==> src/rtl/rfsh_pkg.sv <==
package rfsh_pkg;

  typedef enum logic [1:0] {
    GRAN_1X  = 2'b00,
    GRAN_2X  = 2'b01,
    GRAN_4X  = 2'b10,
    GRAN_ROW = 2'b11
  } refMode_e;

  typedef enum logic [1:0] {
    ST_LOAD,
    ST_IDLE,
    ST_REQ,
    ST_BUSY
  } refState_e;

  // control -> datapath strobes
  typedef struct packed {
    logic loadInterval;
    logic loadHold;
    logic holdRow;
    logic advanceRow;
  } dpStrobe_t;

endpackage

==> src/rtl/rfsh_dp.sv <==
module rfsh_dp
  import rfsh_pkg::*;
#(
  parameter int CNT_W         = 16,
  parameter int BASE_INTERVAL = 64,
  parameter int ROW_BASE      = 32,
  parameter int TRFC_1X       = 12,
  parameter int TRFC_2X       = 8,
  parameter int TRFC_4X       = 5,
  parameter int ROW_HOLD      = 4,
  parameter int NUM_ROWS      = 8,
  parameter int HOT_C         = 85,
  parameter int STEP_C        = 10,
  parameter int MAX_STEPS     = 4,
  localparam int ROW_W        = (NUM_ROWS > 1) ? $clog2(NUM_ROWS) : 1
) (
  input  logic             clk,
  input  logic             rst_n,
  input  dpStrobe_t        strobe,
  input  logic [1:0]       modeSel,
  input  logic [7:0]       tempCode,
  output logic             intervalDone,
  output logic             holdDone,
  output logic [ROW_W-1:0] rowAddr
);

  localparam logic [7:0] FIRST_HOT = 8'(HOT_C + STEP_C);
  localparam logic [ROW_W-1:0] LAST_ROW = ROW_W'(NUM_ROWS - 1);

  logic [CNT_W-1:0] intervalCnt;
  logic [CNT_W-1:0] holdCnt;
  logic [3:0]       tempSteps;
  logic [3:0]       granShift;
  logic [CNT_W-1:0] baseSel;
  logic [CNT_W-1:0] shifted;
  logic [CNT_W-1:0] nextInterval;
  logic [CNT_W-1:0] holdVal;
  logic [7:0]       overTemp;
  logic [7:0]       stepRaw;

  // temperature step count, clamped
  always_comb begin
    overTemp = tempCode - 8'(HOT_C);
    stepRaw  = overTemp / 8'(STEP_C);
    if (tempCode < FIRST_HOT)
      tempSteps = 4'd0;
    else if (stepRaw > 8'(MAX_STEPS))
      tempSteps = 4'(MAX_STEPS);
    else
      tempSteps = stepRaw[3:0];
  end

  always_comb begin
    unique case (refMode_e'(modeSel))
      GRAN_2X:  granShift = 4'd1;
      GRAN_4X:  granShift = 4'd2;
      default:  granShift = 4'd0;
    endcase
    baseSel      = (refMode_e'(modeSel) == GRAN_ROW) ? CNT_W'(ROW_BASE) : CNT_W'(BASE_INTERVAL);
    shifted      = baseSel >> (granShift + tempSteps);
    nextInterval = (shifted == '0) ? CNT_W'(1) : shifted;
  end

  always_comb begin
    if (strobe.holdRow)
      holdVal = CNT_W'(ROW_HOLD);
    else begin
      unique case (refMode_e'(modeSel))
        GRAN_2X: holdVal = CNT_W'(TRFC_2X);
        GRAN_4X: holdVal = CNT_W'(TRFC_4X);
        default: holdVal = CNT_W'(TRFC_1X);
      endcase
    end
  end

  always_ff @(posedge clk) begin
    if (!rst_n)
      intervalCnt <= '0;
    else if (strobe.loadInterval)
      intervalCnt <= nextInterval - CNT_W'(1);
    else if (intervalCnt != '0)
      intervalCnt <= intervalCnt - CNT_W'(1);
  end

  always_ff @(posedge clk) begin
    if (!rst_n)
      holdCnt <= '0;
    else if (strobe.loadHold)
      holdCnt <= holdVal - CNT_W'(1);
    else if (holdCnt != '0)
      holdCnt <= holdCnt - CNT_W'(1);
  end

  always_ff @(posedge clk) begin
    if (!rst_n)
      rowAddr <= '0;
    else if (strobe.advanceRow)
      rowAddr <= (rowAddr == LAST_ROW) ? '0 : rowAddr + ROW_W'(1);
  end

  assign intervalDone = (intervalCnt == '0);
  assign holdDone     = (holdCnt == '0);

endmodule

==> src/rtl/rfsh_ctrl.sv <==
module rfsh_ctrl
  import rfsh_pkg::*;
(
  input  logic      clk,
  input  logic      rst_n,
  input  logic      rowMode,
  input  logic      rowAlive,
  input  logic      refGnt,
  input  logic      intervalDone,
  input  logic      holdDone,
  output dpStrobe_t strobe,
  output logic      refReq,
  output logic      refRow,
  output logic      blockTraffic,
  output logic      prePulse
);

  refState_e state, stateNext;
  logic      rowKind, rowKindNext;

  always_comb begin
    stateNext   = state;
    rowKindNext = rowKind;
    strobe      = '0;
    unique case (state)
      ST_LOAD: begin
        strobe.loadInterval = 1'b1;
        stateNext           = ST_IDLE;
      end
      ST_IDLE: begin
        if (intervalDone) begin
          if (rowMode && !rowAlive) begin
            strobe.advanceRow = 1'b1;
            stateNext         = ST_LOAD;
          end else begin
            rowKindNext = rowMode;
            stateNext   = ST_REQ;
          end
        end
      end
      ST_REQ: begin
        if (refGnt) begin
          strobe.loadHold = 1'b1;
          stateNext       = ST_BUSY;
        end
      end
      ST_BUSY: begin
        if (holdDone) begin
          strobe.advanceRow = rowKind;
          stateNext         = ST_LOAD;
        end
      end
      default: stateNext = ST_LOAD;
    endcase
    strobe.holdRow = rowKind;
  end

  always_ff @(posedge clk) begin
    if (!rst_n) begin
      state   <= ST_LOAD;
      rowKind <= 1'b0;
    end else begin
      state   <= stateNext;
      rowKind <= rowKindNext;
    end
  end

  assign refReq       = (state == ST_REQ);
  assign refRow       = (state == ST_REQ) && rowKind;
  assign blockTraffic = (state == ST_BUSY);
  assign prePulse     = (state == ST_BUSY) && holdDone && rowKind;

endmodule

==> src/rtl/rfsh_sched.sv <==
module rfsh_sched
  import rfsh_pkg::*;
#(
  parameter int CNT_W         = 16,
  parameter int BASE_INTERVAL = 64,
  parameter int ROW_BASE      = 32,
  parameter int TRFC_1X       = 12,
  parameter int TRFC_2X       = 8,
  parameter int TRFC_4X       = 5,
  parameter int ROW_HOLD      = 4,
  parameter int NUM_ROWS      = 8,
  localparam int ROW_W        = (NUM_ROWS > 1) ? $clog2(NUM_ROWS) : 1
) (
  input  logic             clk,
  input  logic             rst_n,
  input  logic [7:0]       tempCode,
  input  logic [1:0]       modeSel,
  input  logic             rowAlive,
  input  logic             refGnt,
  output logic [ROW_W-1:0] rowAddr,
  output logic             refReq,
  output logic             refRow,
  output logic             blockTraffic,
  output logic             prePulse
);

  dpStrobe_t strobe;
  logic      intervalDone;
  logic      holdDone;

  rfsh_ctrl ctrl_i (
    .clk          (clk),
    .rst_n        (rst_n),
    .rowMode      (refMode_e'(modeSel) == GRAN_ROW),
    .rowAlive     (rowAlive),
    .refGnt       (refGnt),
    .intervalDone (intervalDone),
    .holdDone     (holdDone),
    .strobe       (strobe),
    .refReq       (refReq),
    .refRow       (refRow),
    .blockTraffic (blockTraffic),
    .prePulse     (prePulse)
  );

  rfsh_dp #(
    .CNT_W         (CNT_W),
    .BASE_INTERVAL (BASE_INTERVAL),
    .ROW_BASE      (ROW_BASE),
    .TRFC_1X       (TRFC_1X),
    .TRFC_2X       (TRFC_2X),
    .TRFC_4X       (TRFC_4X),
    .ROW_HOLD      (ROW_HOLD),
    .NUM_ROWS      (NUM_ROWS)
  ) dp_i (
    .clk          (clk),
    .rst_n        (rst_n),
    .strobe       (strobe),
    .modeSel      (modeSel),
    .tempCode     (tempCode),
    .intervalDone (intervalDone),
    .holdDone     (holdDone),
    .rowAddr      (rowAddr)
  );

endmodule

==> config.mk <==
export PLATFORM = sky130hd
export DESIGN_NAME = rfsh_sched
export DESIGN_NICKNAME = d
export VERILOG_FILES = /design/src/rtl/rfsh_pkg.sv /design/src/rtl/rfsh_dp.sv /design/src/rtl/rfsh_ctrl.sv /design/src/rtl/rfsh_sched.sv
export SDC_FILE = /design/constraint.sdc
export NUM_CORES = 1
export LEC_CHECK = 0
export CAP_MARGIN = 15
export CORE_ASPECT_RATIO = 0.75
export CORE_MARGIN = 2
export CORE_UTILIZATION = 25
export CTS_BUF_LIST = sky130_fd_sc_hd__clkbuf_8
export CTS_CLUSTER_SIZE = 25
export DETAILED_ROUTE_END_ITERATION = 8
export MAX_ROUTING_LAYER = met4
export PLACE_DENSITY = 0.41
export SLEW_MARGIN = 20
export SYNTH_ARGS = -nofsm -noshare
export SYNTH_HDL_FRONTEND = slang
export SYNTH_SLANG_ARGS = --single-unit
==> constraint.sdc <==
create_clock -name clk -period 13.4 [get_ports clk]
set_clock_uncertainty 0.1 [all_clocks]
set_input_delay 2.68 -clock clk [delete_from_list [all_inputs] [get_ports clk]]
set_output_delay 2.68 -clock clk [all_outputs]
set_load 0.05 [all_outputs]
==> results_dict.tcl, run 1 <==
set metrics [dict create \
    tritoncts "yes" \
    track_usage_pct 13.3 \
    finalCriticalPeriod_ps 9690 \
    clock_sinks 38 \
    yosysSeqAreaShare_pct 22.2 \
    ioPinCount 21 \
    vias_per_cell 5.22 \
    final_cell_mix "nand2_1 (59), nor2_1 (40), dfxtp_1 (38)" \
    wl_per_cell_um 14.2 \
    wl_met3_um 351 \
    power.density_nw_per_um2 168 \
    vias 3406 \
    synth.avg_cell_area_um2 7.32 \
    dp.cells 644 \
    tightest_slew_ps 942 \
    ant_nets 0 \
    synth_area_um2 3430 \
    htreeDepth 2 \
    grt_pass1_vias 3143 \
    synth_area_leaders "dfxtp_1 (22%), nand2_1 (6.5%), o21ai_0 (4.7%), ha_1 (4.4%), nor2_1 (4.4%)" \
    drive_gt1_share_pct 7.34 \
    hold_buffers 0 \
    postSynthCellCount 468 \
    clock_path_buffers 2 \
    path_max_fanout 9 \
    crit_slowest_cell "nor3_1" \
    clock_latency_ps 300 \
    synth_top_cell_area_share_pct 22.2 \
    grt_first_pass_wirelength_mm 15.9 \
    layout_commonest_cell "nand2_1" \
    finalNetCount 503 \
    synth_top_area_cell "dfxtp_1" \
    crit_type "input pin to flip-flop" \
    crit_path_start_kind "input pin" \
    critPathBufInv 4 \
    cts_root_buf "clkbuf_8" \
    die_x_um 139 \
    drt_iter0_markers 236 \
    die_area_um2 14700 \
    async_reset_ff_share_pct 0 \
    maxCapViolations 0 \
    gp_congestion 0.784 \
    synth_ff_type "dfxtp_1" \
    p_leak_nw 1.49 \
    core_um2 13600 \
    seqCellArea_um2 761 \
    finalMaxSlewViolations 0 \
    final_cells 652 \
    cp-end-kind "flip-flop" \
    n_antenna_cell 0 \
    dp_hpwl_mm 6.97 \
    syn_nets 495 \
    wl_met1_mm 5.07 \
    ys_warn_count 0 \
    synth-edff-count 0 \
    num_rows 37 \
    die_h_um 105 \
    postCtsSetupBuffers 0 \
    fin_tns_setup_ps 0 \
    syn_to_final_growth_pct 12.4 \
    synth-seq-cells 38 \
    grt.overflow.total 0 \
    slew-limit-headroom_pct 36.7 \
    slowest_delay_ps 780 \
    fin_crit_sh_pct 72.3 \
    drc 0 \
    ir_worst_vdd_uv 73.4 \
    status "completed" \
    path_common_cell "ha_1" \
    cp_data_required_time_ps 13490 \
    yosysUniqueCellTypes 78 \
    hold_viol 0 \
    num-fill-cells 1465 \
    wirelength_mm 9.28 \
    cts-resized-gates 0 \
    cts_buffers 5 \
    rsz0062_at_grt "no" \
    multi_input_area_um2 2500 \
    firstDrtPassIters 5 \
    initial_core_util_pct 25.3 \
    dr_wl_met2_mm 3.76 \
    fmax_mhz 103 \
    cts.clk_slew.worst_paths_ps 70 \
    cp_top_family "compound AO/OA/AOI/OAI gates" \
    top_layer_used "met4" \
    antenna_found_initial 0 \
    hp-class "flip-flop to flip-flop" \
    grt_max_degree 38 \
    finalSetupViolations 0 \
    port_buffers 20 \
    cp_data_arrival_time_ps 9780 \
]
registers in the layout, indices dropped and copies added (netlist names), named ones only:
| register | flops |
|---|---|
| ctrl_i.rowKind | 1 |
| dp_i.intervalCnt | 16 |
| dp_i.holdCnt | 16 |
| dp_i.rowAddr | 3 |
| ctrl_i.state | 1 |
worst reg2reg max path, cell delays in order (launching register included):
cell      delay, ps
dfxtp_1         420
nand2b_1        140
inv_1            60
nand2_1         460
nor3_1          110
a21oi_1         220
ha_1            210
nand2_1          70
a21oi_1         230
and2_1          230
o21ai_0         190
or2_2           360
mux2_2          280
nand2_1          60
a21boi_0         70
cells in the mapped netlist (all sizes together), types with 4 or more instances:
cell    count
clkbuf     16
xor2        4
and2       18
o211ai      7
ha         12
mux2i       9
a31oi       4
or4         7
or2         5
nand2b      8
nor3       21
nor2       40
nor4        8
dfxtp      38
a21oi      30
or3         6
o21ai      34
and3        6
nand3      17
xnor2       8
nor2b      10
a211oi      6
nand2      59
buf         5
inv        18
a21boi      6
o22ai       4
area by class of cell:
cell class	count	area share, %
well taps	175	5.68
repair buffers	22	5.58
inverters	18	1.75
multi-input cells	391	64.9
flip-flops and latches	38	19.7
clock inverters	2	0.227
clock buffers	6	2.14
cell families (layout without fill, tap and decap cells):
| kind of cell | count (synthesis) | in the layout | synth area share, % |
|---|---|---|---|
| and+or+nand+nor | 217 | 217 | 32.2 |
| AOI/OAI and AO/OA | 138 | 138 | 29.4 |
| buffers and inverters | 39 | 48 | 4.86 |
| DFF | 38 | 38 | 22.2 |
| adders and majority gates | 13 | 13 | 4.97 |
| xor gates and xnor gates | 12 | 12 | 3.07 |
| muxes | 11 | 11 | 3.40 |
per-stage QoR:
| stage | power (mW) | setup slack (ps) | utilization [%] | hold WS [ps] | area (um2) |
|---|---|---|---|---|---|
| 5_1_grt | 0.715 | 2970 | 28.4 | 373 | 3850 |
| 4_1_cts | 0.648 | 3790 | 28.4 | 352 | 3850 |
| 3_5_place_dp | 0.561 | 3490 | 27.7 | 339 | 3760 |
| 6_report | 0.646 | 3710 | 28.4 | 358 | 3850 |
| 3_3_place_gp | 0.567 | 3680 | 27.7 | 336 | 3760 |
| 2_1_floorplan | 0.480 | 4950 | - | 319 | 3430 |
final timing paths:
path                                      startpoint                    to  slack (ps)  cells after the start
worst min-delay path            dp_i.intervalCnt[15]  dp_i.intervalCnt[15]         360                      2
worst min register to register  dp_i.intervalCnt[15]  dp_i.intervalCnt[15]         360                      2
worst max register to register       ctrl_i.state[0]      dp_i.holdCnt[12]       10080                     14
worst max-delay path                     tempCode[0]  dp_i.intervalCnt[14]        3710                     30
per-layer routing:
| metal | vias up | GRT usage, % |
|---|---|---|
| met3 | 9 | 2.45 |
| met4 | 0 | 2.74 |
| met5 | - | - |
| met2 | 58 | 18.5 |
| met1 | 1596 | 20.0 |
| li1 | 1743 | - |
power breakdown:
| group | leakage, nW | internal [mW] | total [mW] | switching, mW |
|---|---|---|---|---|
| sequential | 0.312 | 0.152 | 0.186 | 0.0336 |
| clock | 0.0524 | 0.0408 | 0.0838 | 0.0430 |
| combinational | 1.12 | 0.158 | 0.376 | 0.218 |
Note: power is estimated with default switching activity, not from simulation.
==> run 2, diff against run 1 <==
PLACE_DENSITY = 0.43   (was 0.41)
clock period = 8.13 ns   (was 13.4 ns; I/O delays follow)
==> run 2 against run 1 <==
Against the previous run:
- register-to-register slack got worse by 5300 ps
- wire length rose by 2.3%
- worst setup slack got worse by 3300 ps
- total power rose by 71%
- final cell count rose by 2.9%
- utilization rose by 1.2 points
- die area did not move
- combinational power rose by 68%
- critical path type unchanged
- critical endpoint unchanged
- highest routed layer unchanged
==> results_dict.tcl, run 2 (synthesized netlist as in run 1, its figures left out) <==
set metrics [dict create \
    hold_start "dp_i.holdCnt[15]" \
    status "completed" \
    cp-end-kind "flip-flop" \
    grt_max_degree 38 \
    clock_path_buffers 2 \
    placed_area_um2 3910 \
    n_antenna_cell 0 \
    drc 0 \
    critPathBufInv 4 \
    crit_type "input pin to flip-flop" \
    tritoncts "yes" \
    p_leak_nw 1.58 \
    power.total_mw 1.10 \
    finalCriticalPeriod_ps 7740 \
    path_max_fanout 9 \
    r2r_end "dp_i.holdCnt[12]" \
    cts_root_buf "clkbuf_8" \
    wirelength_mm 9.50 \
    layout_commonest_cell "nand2_1" \
    min_to "dp_i.holdCnt[15]" \
    antenna_found_initial 0 \
    initial_core_util_pct 25.3 \
    hp-class "flip-flop to flip-flop" \
    vias 3498 \
    cp_data_arrival_time_ps 7830 \
    slowest_delay_ps 550 \
    finalWorstSetupSlack_ps 392 \
    path_common_cell "ha_1" \
    port_buffers 20 \
    num_rows 37 \
    fmax_mhz 129 \
    clock_latency_ps 300 \
    cp_data_required_time_ps 8230 \
    ff2ff_setup_slack_ps 4790 \
    final_cells 671 \
    dp.cells 663 \
    min_path_cells 2 \
    fin_tns_setup_ps 0 \
    ir_worst_vdd_uv 161 \
    design_area_um2 4020 \
    drt_iter0_markers 277 \
    crit_path_start_kind "input pin" \
    crit_slowest_cell "fa_1" \
    gp_congestion 0.899 \
    dp_hpwl_mm 7.22 \
    htreeDepth 2 \
    final_cell_mix "nand2_1 (59), nor2_1 (40), dfxtp_1 (38)" \
    tightest_slew_ps 713 \
    rsz0062_at_grt "no" \
    hold_viol 0 \
    syn_to_final_growth_pct 17.2 \
    vias_per_cell 5.21 \
    track_usage_pct 13.6 \
    drive_gt1_share_pct 11.3 \
    slew-limit-headroom_pct 52.1 \
    power.density_nw_per_um2 275 \
    reg2reg_depth 14 \
    die_x_um 139 \
    reg2reg_from "ctrl_i.state[0]" \
    grt.overflow.total 0 \
    core_um2 13600 \
    die_area_um2 14700 \
    cts_buffers 5 \
    die_h_um 105 \
    fin_crit_sh_pct 95.2 \
    wl_per_cell_um 14.2 \
    finalNetCount 522 \
    finalSetupViolations 0 \
    grt_first_pass_wirelength_mm 16.2 \
    ant_nets 0 \
    firstDrtPassIters 5 \
    postCtsSetupBuffers 0 \
    reg_top3 "dp_i.holdCnt (16), dp_i.intervalCnt (16), dp_i.rowAddr (3)" \
    ioPinCount 21 \
    cp_top_family "compound AO/OA/AOI/OAI gates" \
    maxCapViolations 0 \
    cts.clk_slew.worst_paths_ps 80 \
    grt_pass1_vias 3152 \
    clock_sinks 38 \
    finalMaxSlewViolations 0 \
    dp_slack_ps 63.9 \
]
## run 2: cell count changes in the layout (fill, tap and decap cells not counted), sizes merged
cell / change
buf: +19
bufinv: +1
clkbuf: -1
clkinv: +1
inv: -1
## run 2: worst max path at each step
stage                            from              endpoint  slack, ps  depth (start not counted)
after global routing      tempCode[0]  dp_i.intervalCnt[14]          5                         30
after CTS                 tempCode[1]  dp_i.intervalCnt[14]        360                         30
after global placement    tempCode[0]  dp_i.intervalCnt[14]        270                         30
after detailed placement  tempCode[1]  dp_i.intervalCnt[14]         60                         30
final                     tempCode[0]  dp_i.intervalCnt[14]        390                         30
after floorplan           tempCode[0]  dp_i.intervalCnt[14]        740                         31
## run 2: worst reg2reg max path: stages (launching register included)
cell and delay [ps]:
dfxtp_1 420, nand2b_1 150, inv_1 60, nand2_1 460
nor3_1 110, a21oi_1 240, ha_1 210, nand2_1 80
a21oi_1 230, and2_1 220, o21ai_0 180, or2_2 360
mux2_2 270, nand2_1 60, a21boi_0 70
## run 2: report_power, final
group	switching (mW)	internal, mW
clock network	0.0747	0.0904
registers	0.0566	0.251
logic	0.362	0.270
## run 2: routing by layer
metal | track usage, % | routed length, um | vias to the layer above
li1 | - | - | 1782
met1 | 20.3 | 5100 | 1651
met2 | 18.8 | 3970 | 57
met3 | 2.95 | 363 | 8
met4 | 2.53 | 63 | 0
met5 | - | 0 | -
## run 2: per-stage QoR
step	util [%]	hold slack, ps
after global routing	29.6	367
final	29.6	357
after CTS	29.6	353
after floorplan	-	319
after global placement	28.8	339
after detailed placement	28.8	337
## run 2: final cells by class
type | count | area (um2)
Clock inverter | 3 | 40.0
Sequential cell | 38 | 761
Timing Repair Buffer | 41 | 358
Tap cell | 175 | 219
Multi-Input combinational cell | 391 | 2500
Fill cell | 1457 | 9550
Inverter | 18 | 67.6
Clock buffer | 5 | 68.8
## run 2: repair_timing
| action | 4_1_cts | 5_1_grt |
|---|---|---|
| resized for setup | 0 | 1 |
| endpoints found under the setup margin | 0 | 5 |
| hold endpoints to repair | 0 | 0 |
| hold buffers | 0 | 0 |
